===== config.mk =====
export PLATFORM = sky130hd
export DESIGN_NAME = uart_irq_dma_ctrl
export DESIGN_NICKNAME = d
export VERILOG_FILES = /design/src/rtl/uirq_pkg.sv /design/src/rtl/uirq_flags.sv /design/src/rtl/uirq_level.sv /design/src/rtl/uirq_dma_gate.sv /design/src/rtl/uart_irq_dma_ctrl.sv
export SDC_FILE = /design/constraint.sdc
export NUM_CORES = 1
export LEC_CHECK = 0
export CAP_MARGIN = 10
export CORE_MARGIN = 2
export CORE_UTILIZATION = 41
export CTS_CLUSTER_SIZE = 10
export DETAILED_ROUTE_END_ITERATION = 7
export PLACE_DENSITY = 0.76
export SLEW_MARGIN = 20
export SYNTH_ARGS = -nofsm -noshare
export SYNTH_HDL_FRONTEND = slang
export SYNTH_SLANG_ARGS = --single-unit

===== constraint.sdc =====
create_clock -name clk -period 1.53 [get_ports clk]
set_input_delay 0.2295 -clock clk [delete_from_list [all_inputs] [get_ports clk]]
set_output_delay 0.2295 -clock clk [all_outputs]
set_load 0.005 [all_outputs]

===== src/rtl/uirq_pkg.sv =====
// Shared constants and types for the UART interrupt and DMA request controller.
// Assumes a 17-bit source vector with fixed source positions.
package uirq_pkg;
    localparam int SRC_W = 17;
    localparam int REG_W = SRC_W;
    localparam int ADDR_W = 3;
    // Positions that carry a real source; 0, 2 and 3 are unused.
    localparam logic [SRC_W-1:0] SRC_VALID = 17'h1FFF2;
    // Framing, parity, break and overrun flags (bits 7..10).
    localparam logic [SRC_W-1:0] ERR_BITS = 17'h00780;

    typedef enum logic [ADDR_W-1:0] {
        A_MASK = 3'd0,
        A_RAW  = 3'd1,
        A_MSK  = 3'd2,
        A_CLR  = 3'd3,
        A_LVL  = 3'd4,
        A_DMA  = 3'd5
    } reg_addr_e;

    typedef struct packed {
        logic on_err;
        logic tx_en;
        logic rx_en;
    } dma_ctl_t;
endpackage


===== src/rtl/uirq_flags.sv =====
// Sticky raw flags and their mask.
// Assumes one-cycle event pulses. A set beats a clear in the same cycle.
module uirq_flags
    import uirq_pkg::*;
#(
    parameter int W = SRC_W,
    parameter logic [W-1:0] VALID = SRC_VALID
) (
    input  logic         clk,
    input  logic         rst_n,
    input  logic [W-1:0] evt_i,
    input  logic [W-1:0] clr_i,
    input  logic         mask_we_i,
    input  logic [W-1:0] mask_d_i,
    output logic [W-1:0] raw_o,
    output logic [W-1:0] mask_o,
    output logic [W-1:0] masked_o
);
    logic [W-1:0] raw_q;
    logic [W-1:0] mask_q;

    // Raw flag update: clear first, then OR in new events.
    always_ff @(posedge clk) begin
        if (!rst_n) raw_q <= '0;
        else        raw_q <= (raw_q & ~clr_i) | (evt_i & VALID);
    end

    // Mask register load.
    always_ff @(posedge clk) begin
        if (!rst_n)         mask_q <= '0;
        else if (mask_we_i) mask_q <= mask_d_i;
    end

    assign raw_o    = raw_q;
    assign mask_o   = mask_q;
    assign masked_o = raw_q & mask_q;
endmodule


===== src/rtl/uirq_level.sv =====
// FIFO fill threshold compare.
// RISING=1 flags fill >= threshold; RISING=0 flags fill <= threshold.
// Assumes DEPTH is a multiple of 4.
module uirq_level #(
    parameter int DEPTH  = 16,
    parameter int FILL_W = $clog2(DEPTH + 1),
    parameter bit RISING = 1'b1
) (
    input  logic [2:0]        sel_i,
    input  logic [FILL_W-1:0] fill_i,
    output logic              hit_o
);
    localparam logic [FILL_W-1:0] T_QTR  = FILL_W'(DEPTH / 4);
    localparam logic [FILL_W-1:0] T_HALF = FILL_W'(DEPTH / 2);
    localparam logic [FILL_W-1:0] T_3QTR = FILL_W'((DEPTH * 3) / 4);

    logic [FILL_W-1:0] thr;

    // Decode the level code into a fill threshold.
    always_comb begin
        unique case (sel_i)
            3'd1:    thr = T_QTR;
            3'd3:    thr = T_3QTR;
            default: thr = T_HALF;
        endcase
    end

    generate
        if (RISING) begin : g_rise
            assign hit_o = (fill_i >= thr);
        end else begin : g_fall
            assign hit_o = (fill_i <= thr);
        end
    endgenerate
endmodule


===== src/rtl/uirq_dma_gate.sv =====
// Builds the DMA requests from the enables, fills and level hits.
// Assumes err_i is the OR of the raw receive error flags.
module uirq_dma_gate
    import uirq_pkg::*;
#(
    parameter int DEPTH  = 16,
    parameter int FILL_W = $clog2(DEPTH + 1)
) (
    input  dma_ctl_t          ctl_i,
    input  logic              err_i,
    input  logic [FILL_W-1:0] rx_fill_i,
    input  logic [FILL_W-1:0] tx_fill_i,
    input  logic              rx_lvl_i,
    input  logic              tx_lvl_i,
    output logic              rx_single_o,
    output logic              rx_burst_o,
    output logic              tx_single_o,
    output logic              tx_burst_o
);
    localparam logic [FILL_W-1:0] FULL = FILL_W'(DEPTH);

    logic rx_ok;

    // Receive path is open when enabled and not held by an error.
    always_comb rx_ok = ctl_i.rx_en && !(ctl_i.on_err && err_i);

    assign rx_single_o = rx_ok && (rx_fill_i != '0);
    assign rx_burst_o  = rx_ok && rx_lvl_i;
    assign tx_single_o = ctl_i.tx_en && (tx_fill_i < FULL);
    assign tx_burst_o  = ctl_i.tx_en && tx_lvl_i;
endmodule


===== src/rtl/uart_irq_dma_ctrl.sv =====
// Top: interrupt flag collection, masking, FIFO thresholds and DMA gating.
// Assumes single-cycle event pulses and a combinational read port.
module uart_irq_dma_ctrl
    import uirq_pkg::*;
#(
    parameter int DEPTH  = 16,
    parameter int FILL_W = $clog2(DEPTH + 1)
) (
    input  logic              clk,
    input  logic              rst_n,
    input  logic [SRC_W-1:0]  evt_i,
    input  logic [FILL_W-1:0] rx_fill_i,
    input  logic [FILL_W-1:0] tx_fill_i,
    input  logic              wr_en_i,
    input  logic [ADDR_W-1:0] wr_addr_i,
    input  logic [REG_W-1:0]  wr_data_i,
    input  logic [ADDR_W-1:0] rd_addr_i,
    output logic [REG_W-1:0]  rd_data_o,
    output logic              irq_o,
    output logic              rx_lvl_o,
    output logic              tx_lvl_o,
    output logic              rx_dma_single_o,
    output logic              rx_dma_burst_o,
    output logic              tx_dma_single_o,
    output logic              tx_dma_burst_o
);
    localparam logic [2:0] LVL_RST = 3'd2;

    logic [SRC_W-1:0] raw_q, mask_q, masked;
    logic [SRC_W-1:0] clr_vec;
    logic             mask_we;
    logic [2:0]       rx_sel_q, tx_sel_q;
    dma_ctl_t         dma_q;

    // Write decode for the clear strobe and the mask load.
    always_comb begin
        mask_we = wr_en_i && (wr_addr_i == A_MASK);
        clr_vec = (wr_en_i && (wr_addr_i == A_CLR)) ? wr_data_i : '0;
    end

    // Level-select and DMA-control registers.
    always_ff @(posedge clk) begin
        if (!rst_n) begin
            rx_sel_q <= LVL_RST;
            tx_sel_q <= LVL_RST;
            dma_q    <= '0;
        end else if (wr_en_i) begin
            if (wr_addr_i == A_LVL) begin
                rx_sel_q <= wr_data_i[2:0];
                tx_sel_q <= wr_data_i[6:4];
            end
            if (wr_addr_i == A_DMA) dma_q <= dma_ctl_t'(wr_data_i[2:0]);
        end
    end

    uirq_flags #(.W(SRC_W), .VALID(SRC_VALID)) i_flags (
        .clk      (clk),
        .rst_n    (rst_n),
        .evt_i    (evt_i),
        .clr_i    (clr_vec),
        .mask_we_i(mask_we),
        .mask_d_i (wr_data_i),
        .raw_o    (raw_q),
        .mask_o   (mask_q),
        .masked_o (masked)
    );

    uirq_level #(.DEPTH(DEPTH), .FILL_W(FILL_W), .RISING(1'b1)) i_rx_lvl (
        .sel_i (rx_sel_q),
        .fill_i(rx_fill_i),
        .hit_o (rx_lvl_o)
    );

    uirq_level #(.DEPTH(DEPTH), .FILL_W(FILL_W), .RISING(1'b0)) i_tx_lvl (
        .sel_i (tx_sel_q),
        .fill_i(tx_fill_i),
        .hit_o (tx_lvl_o)
    );

    uirq_dma_gate #(.DEPTH(DEPTH), .FILL_W(FILL_W)) i_dma (
        .ctl_i      (dma_q),
        .err_i      (|(raw_q & ERR_BITS)),
        .rx_fill_i  (rx_fill_i),
        .tx_fill_i  (tx_fill_i),
        .rx_lvl_i   (rx_lvl_o),
        .tx_lvl_i   (tx_lvl_o),
        .rx_single_o(rx_dma_single_o),
        .rx_burst_o (rx_dma_burst_o),
        .tx_single_o(tx_dma_single_o),
        .tx_burst_o (tx_dma_burst_o)
    );

    assign irq_o = |masked;

    // Register read multiplexer.
    always_comb begin
        rd_data_o = '0;
        case (rd_addr_i)
            A_MASK:  rd_data_o = mask_q;
            A_RAW:   rd_data_o = raw_q;
            A_MSK:   rd_data_o = masked;
            A_LVL:   rd_data_o = REG_W'({tx_sel_q, 1'b0, rx_sel_q});
            A_DMA:   rd_data_o = REG_W'(dma_q);
            default: rd_data_o = '0;
        endcase
    end
endmodule


==> flow_summary.yaml, run 1 <==
detailed_routing:
  route.met2.wl_mm: 3.57
  drt-total-wl_mm: 6.92
  drc: 0
  vias_per_cell: 5.50
  firstDrtPassIters: 4
  drtIter0Drc: 136
  via_count: 2492
  routedLengthMet1_mm: 2.90
  met3_length_um: 434
  wl_per_cell_um: 15.3
  highest_layer: "met4"
  drtAntennaViolNets: 0
timing:
  rsz0062_at_grt: "true"
  period_needed_ns: 1.90
  holdWs_ns: 0.451
  skew_ns: 0
  tightest_slew_ns: 0.332
  finalCritPeriodShare: 1.24
  slew_viol_final: 0
  setup_viol: 8
  hold_viol: 0
  clock.fmax_mhz: 528
  finalWorstSetupSlack_ns: -0.365
  slew_headroom: 0.779
run_status:
  status: "finished with violations"
  violations: "setup timing"
global_route:
  grt_max_degree: 44
  grt.overflow.total: 0
  antenna_found_initial: 0
  grtUsageTotal: 0.223
  grt_first_pass_wirelength_mm: 11.2
  grt_pass1_vias: 2410
synth:
  syn_area_um2: 2330
  ys_types: 35
  postSynthAreaPerCell_um2: 8.61
  synth-seq-cells: 43
  ys_seq_area_frac: 0.370
  synth_fp_nets: 327
  yosys_warnings: 0
  synth_top_area_frac: 0.370
  synth_top_area_cell: "dfxtp_1"
  synth-edff-count: 0
  synth_flop_cell: "dfxtp_1"
  synthArstFlopShare: 0
  syn_inst: 270
  synth_area_leaders: "dfxtp_1 (37%), a21boi_0 (6.8%), nand2_1 (6.6%)"
power_and_ir_drop:
  finalPower_mw: 2.42
  power_frac_comb: 0.213
  powerDensity_nw_per_um2: 662
  p_clk_frac: 0.290
  switching_share: 0.258
  p_int_mw: 1.79
  p_sw_uw: 625
  ir_worst_vdd_mv: 0.515
  power_frac_seq: 0.497
  leakage_nw: 1.44
floorplanning:
  die_w_um: 79.3
  die_area_um2: 6290
  die_h_um: 79.3
  ios: 77
  start_util: 0.422
  core.rowCount: 27
  core-area_um2: 5510
worst_setup_path:
  crit_type: "reg -> out"
  startpoint_type: "flip-flop"
  required_ns: 1.30
  crit_arrival_ns: 1.67
  end_kind: "primary output"
  path_max_fanout: 2
worst_hold_path:
  hold_path_class: "reg -> reg"
clocking:
  clk_latency_ns: 0.29
  cts_made_buffers: 5
  cts.reportedPaths.clkPinSlew_ns: 0.08
  htree_levels: 2
  cts_tree: "yes"
  cts-root-buf: "clkbuf_8"
  cts.sinks: 43
  clock_path_buffers: 2
placed_design:
  globalplace.congestion: 0.843
  place_area_um2: 3410
  place_ws_ns: -0.691
  port_buffers: 73
  dp_hpwl_mm: 4.69
final_layout:
  finalCoreUtilization: 0.664
  layout-drive-gt1-share: 0.320
  diodes: 0
  nNetsFinal: 437
  layout_common_cells: "clkdlybuf4s50_1 (45), nand2_1 (40), buf_4 (38)"
  nFillCells: 454
  stdcell_area_um2: 3650
  mostFrequentLayoutCell: "clkdlybuf4s50_1"
  synthToLayoutAreaGrowth_pct: 57.1
run:
  maxCapViolations: 0
## stage by stage
| stage | setup TNS (ns) | std cells |
|---|---|---|
| 6_report | -1.44 | 453 |
| 5_1_grt | -2.01 | 453 |
| 4_1_cts | -1.51 | 453 |
| 3_5_place_dp | -17.65 | 439 |
| 3_3_place_gp | -16.75 | 439 |
| 2_1_floorplan | 0 | 270 |
## state kept, by name (all words and copies together), names as in the netlist
name	cells
i_flags.mask_o	17
i_flags.raw_o	17
rx_sel_q	3
dma_q	3
tx_sel_q	3
## path summary, 6_finish.rpt
check                                    start                            to  slack, ns  cells past startpoint
setup reg to reg  i_flags.raw_o[10]$_SDFF_PN0_  i_flags.raw_o[10]$_SDFF_PN0_       0.57                      4
setup / recovery      tx_sel_q[0]$_SDFFE_PN0P_                      tx_lvl_o      -0.37                      7
hold / removal     i_flags.raw_o[3]$_SDFF_PN0_   i_flags.raw_o[3]$_SDFF_PN0_       0.45                      2
hold reg to reg    i_flags.raw_o[3]$_SDFF_PN0_   i_flags.raw_o[3]$_SDFF_PN0_       0.45                      2
## timing repair
action | 4_1_cts | 5_1_grt
buffers inserted | 5 | 1
hold buffers | 0 | 0
resized for setup | 125 | 30
gates cloned | 1 | 0
pin swaps | 26 | 24
setup endpoints to repair | 24 | 21
## Yosys cell counts, drive strengths merged, types with 2 or more instances
master / instances
ha: 4
nand4: 2
nor2b: 15
a21oi: 8
inv: 8
a21boi: 31
o2bb2ai: 3
a32oi: 14
mux4: 2
dfxtp: 43
o21a: 14
mux2i: 10
nor2: 16
o21ai: 3
nand2: 41
nor4bb: 2
buf: 7
nor3: 2
clkbuf: 10
nand2b: 17
a22oi: 7
## routing by layer
metal	GRT usage	vias up
met5	0	-
met4	0.0500	0
met3	0.0386	2
met2	0.392	114
met1	0.283	1193
li1	-	1183
## cells by family after synthesis
family                     Yosys count  share of synthesized area
muxes                               12                     0.0624
and+or+nand+nor                    103                      0.231
DFF                                 43                      0.370
adders and majority gates            4                     0.0215
AOI/OAI and AO/OA                   83                      0.267
buffers and inverters               25                     0.0479
## critical path, cell delays in order, from the launching register on
cell	delay (ns)
dfxtp_2	0.32
nor2b_4	0.12
buf_6	0.11
ha_4	0.24
nor4bb_4	0.27
a21oi_2	0.06
nor2_1	0.11
buf_2	0.14
## power by group through the flow
stage	Combinational (mW)	Sequential [mW]	Clock, mW
after CTS	0.484	1.20	0.713
after floorplan	0.186	1.21	0
final	0.515	1.20	0.702
after global routing	0.553	1.21	0.754
after detailed placement	0.476	1.22	0
after global placement	0.468	1.22	0
## area by class of cell
class / count / area [um2] / area share
multi-input combinational: 202 / 1520 / 0.415
inverter: 8 / 30.0 / 0.00822
clock buffer: 7 / 76.3 / 0.0209
tap: 72 / 90.1 / 0.0246
timing repair buffer: 120 / 1050 / 0.286
clock inverter: 1 / 5.00 / 0.00137
sequential: 43 / 892 / 0.244
Power figures use the tool's default switching activity.
==> run 2: changes to the inputs <==
--- a/config.mk
+++ b/config.mk
@@ -8,7 +8,7 @@
 export CAP_MARGIN = 10
 export CORE_MARGIN = 2
 export CORE_UTILIZATION = 41
-export CTS_CLUSTER_SIZE = 10
+export CTS_CLUSTER_SIZE = 40
 export DETAILED_ROUTE_END_ITERATION = 7
 export PLACE_DENSITY = 0.76
 export SLEW_MARGIN = 20
==> results of run 2 <==
Same layout as run 1: the final DEF is identical, and so are final timing and power.
==> run 3: changes to the inputs <==
--- a/config.mk
+++ b/config.mk
@@ -11,6 +11,7 @@
 export CTS_CLUSTER_SIZE = 40
 export DETAILED_ROUTE_END_ITERATION = 7
 export PLACE_DENSITY = 0.76
+export SKIP_LAST_GASP = 1
 export SLEW_MARGIN = 20
 export SYNTH_ARGS = -nofsm -noshare
 export SYNTH_HDL_FRONTEND = slang
==> run 3 against run 2 <==
Against the previous run:
- the run still ends with setup timing left
- die area is the same
- maximum frequency hardly changed
- setup slack improved by 0.0011 ns
- global-route usage down 0.22 points
- hold slack better by 0.0014 ns
- combinational power rose by 1%
- flip-flop and latch count unchanged
- critical path depth is the same
- clock power increased by 0.6%
- via count fell by 1.0%
- sequential share of layout area decreased by 0.12 points
- count of clock-buffer cells in the layout unchanged
- critical endpoint unchanged
- highest routed layer unchanged
==> flow_summary.yaml, run 3 (synthesis results as in run 1) <==
detailed_routing:
  drtAntennaViolNets: 0
  vias_per_cell: 5.43
  drtIter0Drc: 182
  wl_per_cell_um: 15.6
  firstDrtPassIters: 4
  drt-total-wl_mm: 7.10
  via_count: 2467
  drc: 0
worst_setup_path:
  r2r-start: "i_flags.raw_o[8]$_SDFF_PN0_"
  path_max_fanout: 2
  end_kind: "primary output"
  crit_arrival_ns: 1.66
  startpoint_type: "flip-flop"
  worstSetupStartpoint: "tx_sel_q[0]$_SDFFE_PN0P_"
  crit_type: "reg -> out"
  required_ns: 1.30
timing:
  skew_ns: 0
  clock.fmax_mhz: 528
  hold_viol: 0
  tightest_slew_ns: 0.331
  finalCritPeriodShare: 1.24
  holdWs_ns: 0.452
  setup_tns_ns: -1.54
  slew_headroom: 0.779
  setup_viol: 9
  period_needed_ns: 1.89
  slew_viol_final: 0
  finalWorstSetupSlack_ns: -0.364
  rsz0062_at_grt: "true"
clocking:
  cts.reportedPaths.clkPinSlew_ns: 0.08
  htree_levels: 2
  cts_made_buffers: 5
  cts-root-buf: "clkbuf_8"
  cts.sinks: 43
  cts_tree: "yes"
  clk_latency_ns: 0.29
  clock_path_buffers: 2
global_route:
  antenna_found_initial: 0
  grt.overflow.total: 0
  grtUsageTotal: 0.220
  grt_first_pass_wirelength_mm: 11.0
  grt_pass1_vias: 2397
  grt_max_degree: 44
floorplanning:
  ios: 77
  start_util: 0.422
  die_area_um2: 6290
  core-area_um2: 5510
  die_w_um: 79.3
  die_h_um: 79.3
  core.rowCount: 27
power_and_ir_drop:
  p_sw_uw: 636
  p_int_mw: 1.80
  ir_worst_vdd_mv: 0.469
  power_frac_seq: 0.495
  p_clk_frac: 0.290
  leakage_nw: 1.45
  finalPower_mw: 2.43
  powerDensity_nw_per_um2: 660
  power_frac_comb: 0.215
  switching_share: 0.261
final_layout:
  nNetsFinal: 438
  diodes: 0
  mostFrequentLayoutCell: "clkdlybuf4s50_1"
  layout_common_cells: "clkdlybuf4s50_1 (45), nand2_1 (40), buf_4 (39)"
  finalCoreUtilization: 0.669
  layout-drive-gt1-share: 0.325
  synthToLayoutAreaGrowth_pct: 58.4
  stdcell_area_um2: 3680
placed_design:
  globalplace.congestion: 0.843
  port_buffers: 73
  place_area_um2: 3410
  dp_hpwl_mm: 4.69
worst_hold_path:
  min_from: "i_flags.raw_o[3]$_SDFF_PN0_"
  hold_path_class: "reg -> reg"
run_status:
  status: "finished with violations"
  violations: "setup timing"
run:
  maxCapViolations: 0
-- run 3: cell count changes in the layout (fill, tap and decap cells not counted), sizes merged --
cell / previous run / this run
buf: 62 / 63
-- run 3: final cells by class --
type                       instances  area, um2
sequential                        43        895
timing repair buffer             121       1050
fill                             451       1820
tap                               72       90.1
inverter                           8       30.0
multi-input combinational        202       1530
clock inverter                     1       5.00
clock buffer                       7       76.3
-- run 3: final timing paths --
path / to / slack, ns / cells past startpoint
worst min register to register: i_flags.raw_o[3]$_SDFF_PN0_ / 0.45 / 2
worst min-delay path: i_flags.raw_o[3]$_SDFF_PN0_ / 0.45 / 2
worst max register to register: i_flags.raw_o[8]$_SDFF_PN0_ / 0.52 / 4
worst max-delay path: tx_lvl_o / -0.36 / 7
-- run 3: what timing repair did --
| item | 4_1_cts | 5_1_grt |
|---|---|---|
| gates cloned | 1 | 0 |
| endpoints found under the setup margin | 24 | 21 |
| setup buffers | 5 | 2 |
| pin swaps | 26 | 27 |
| hold buffers | 0 | 0 |
| gates resized for setup | 123 | 35 |
-- run 3: power groups by stage --
| stage | Clock, mW | Sequential, mW | Combinational [mW] |
|---|---|---|---|
| floorplan | 0 | 1.21 | 0.186 |
| global placement | 0 | 1.22 | 0.468 |
| detailed placement | 0 | 1.22 | 0.476 |
| CTS | 0.713 | 1.20 | 0.483 |
| global route | 0.754 | 1.21 | 0.561 |
| finish | 0.706 | 1.20 | 0.522 |
-- run 3: critical path, cell delays in order (launching register included) --
cell and delay, ns:
dfxtp_2 0.32, nor2b_4 0.12, buf_6 0.11, ha_4 0.24, nor4bb_4 0.27, a21oi_2 0.06
nor2_1 0.11, buf_2 0.13
-- run 3: through the flow --
stage | std cells | setup slack, ns
floorplan | 270 | 0.0291
global placement | 439 | -0.697
detailed placement | 439 | -0.691
CTS | 453 | -0.353
global route | 454 | -0.467
finish | 454 | -0.364
-- run 3: metal layers --
| metal | part of all wire | GRT usage | vias up |
|---|---|---|---|
| met5 | 0 | 0 | - |
| met4 | 0.0089 | 0.0500 | 0 |
| met3 | 0.061 | 0.0386 | 11 |
| met2 | 0.52 | 0.390 | 93 |
| met1 | 0.41 | 0.279 | 1174 |
| li1 | - | - | 1189 |
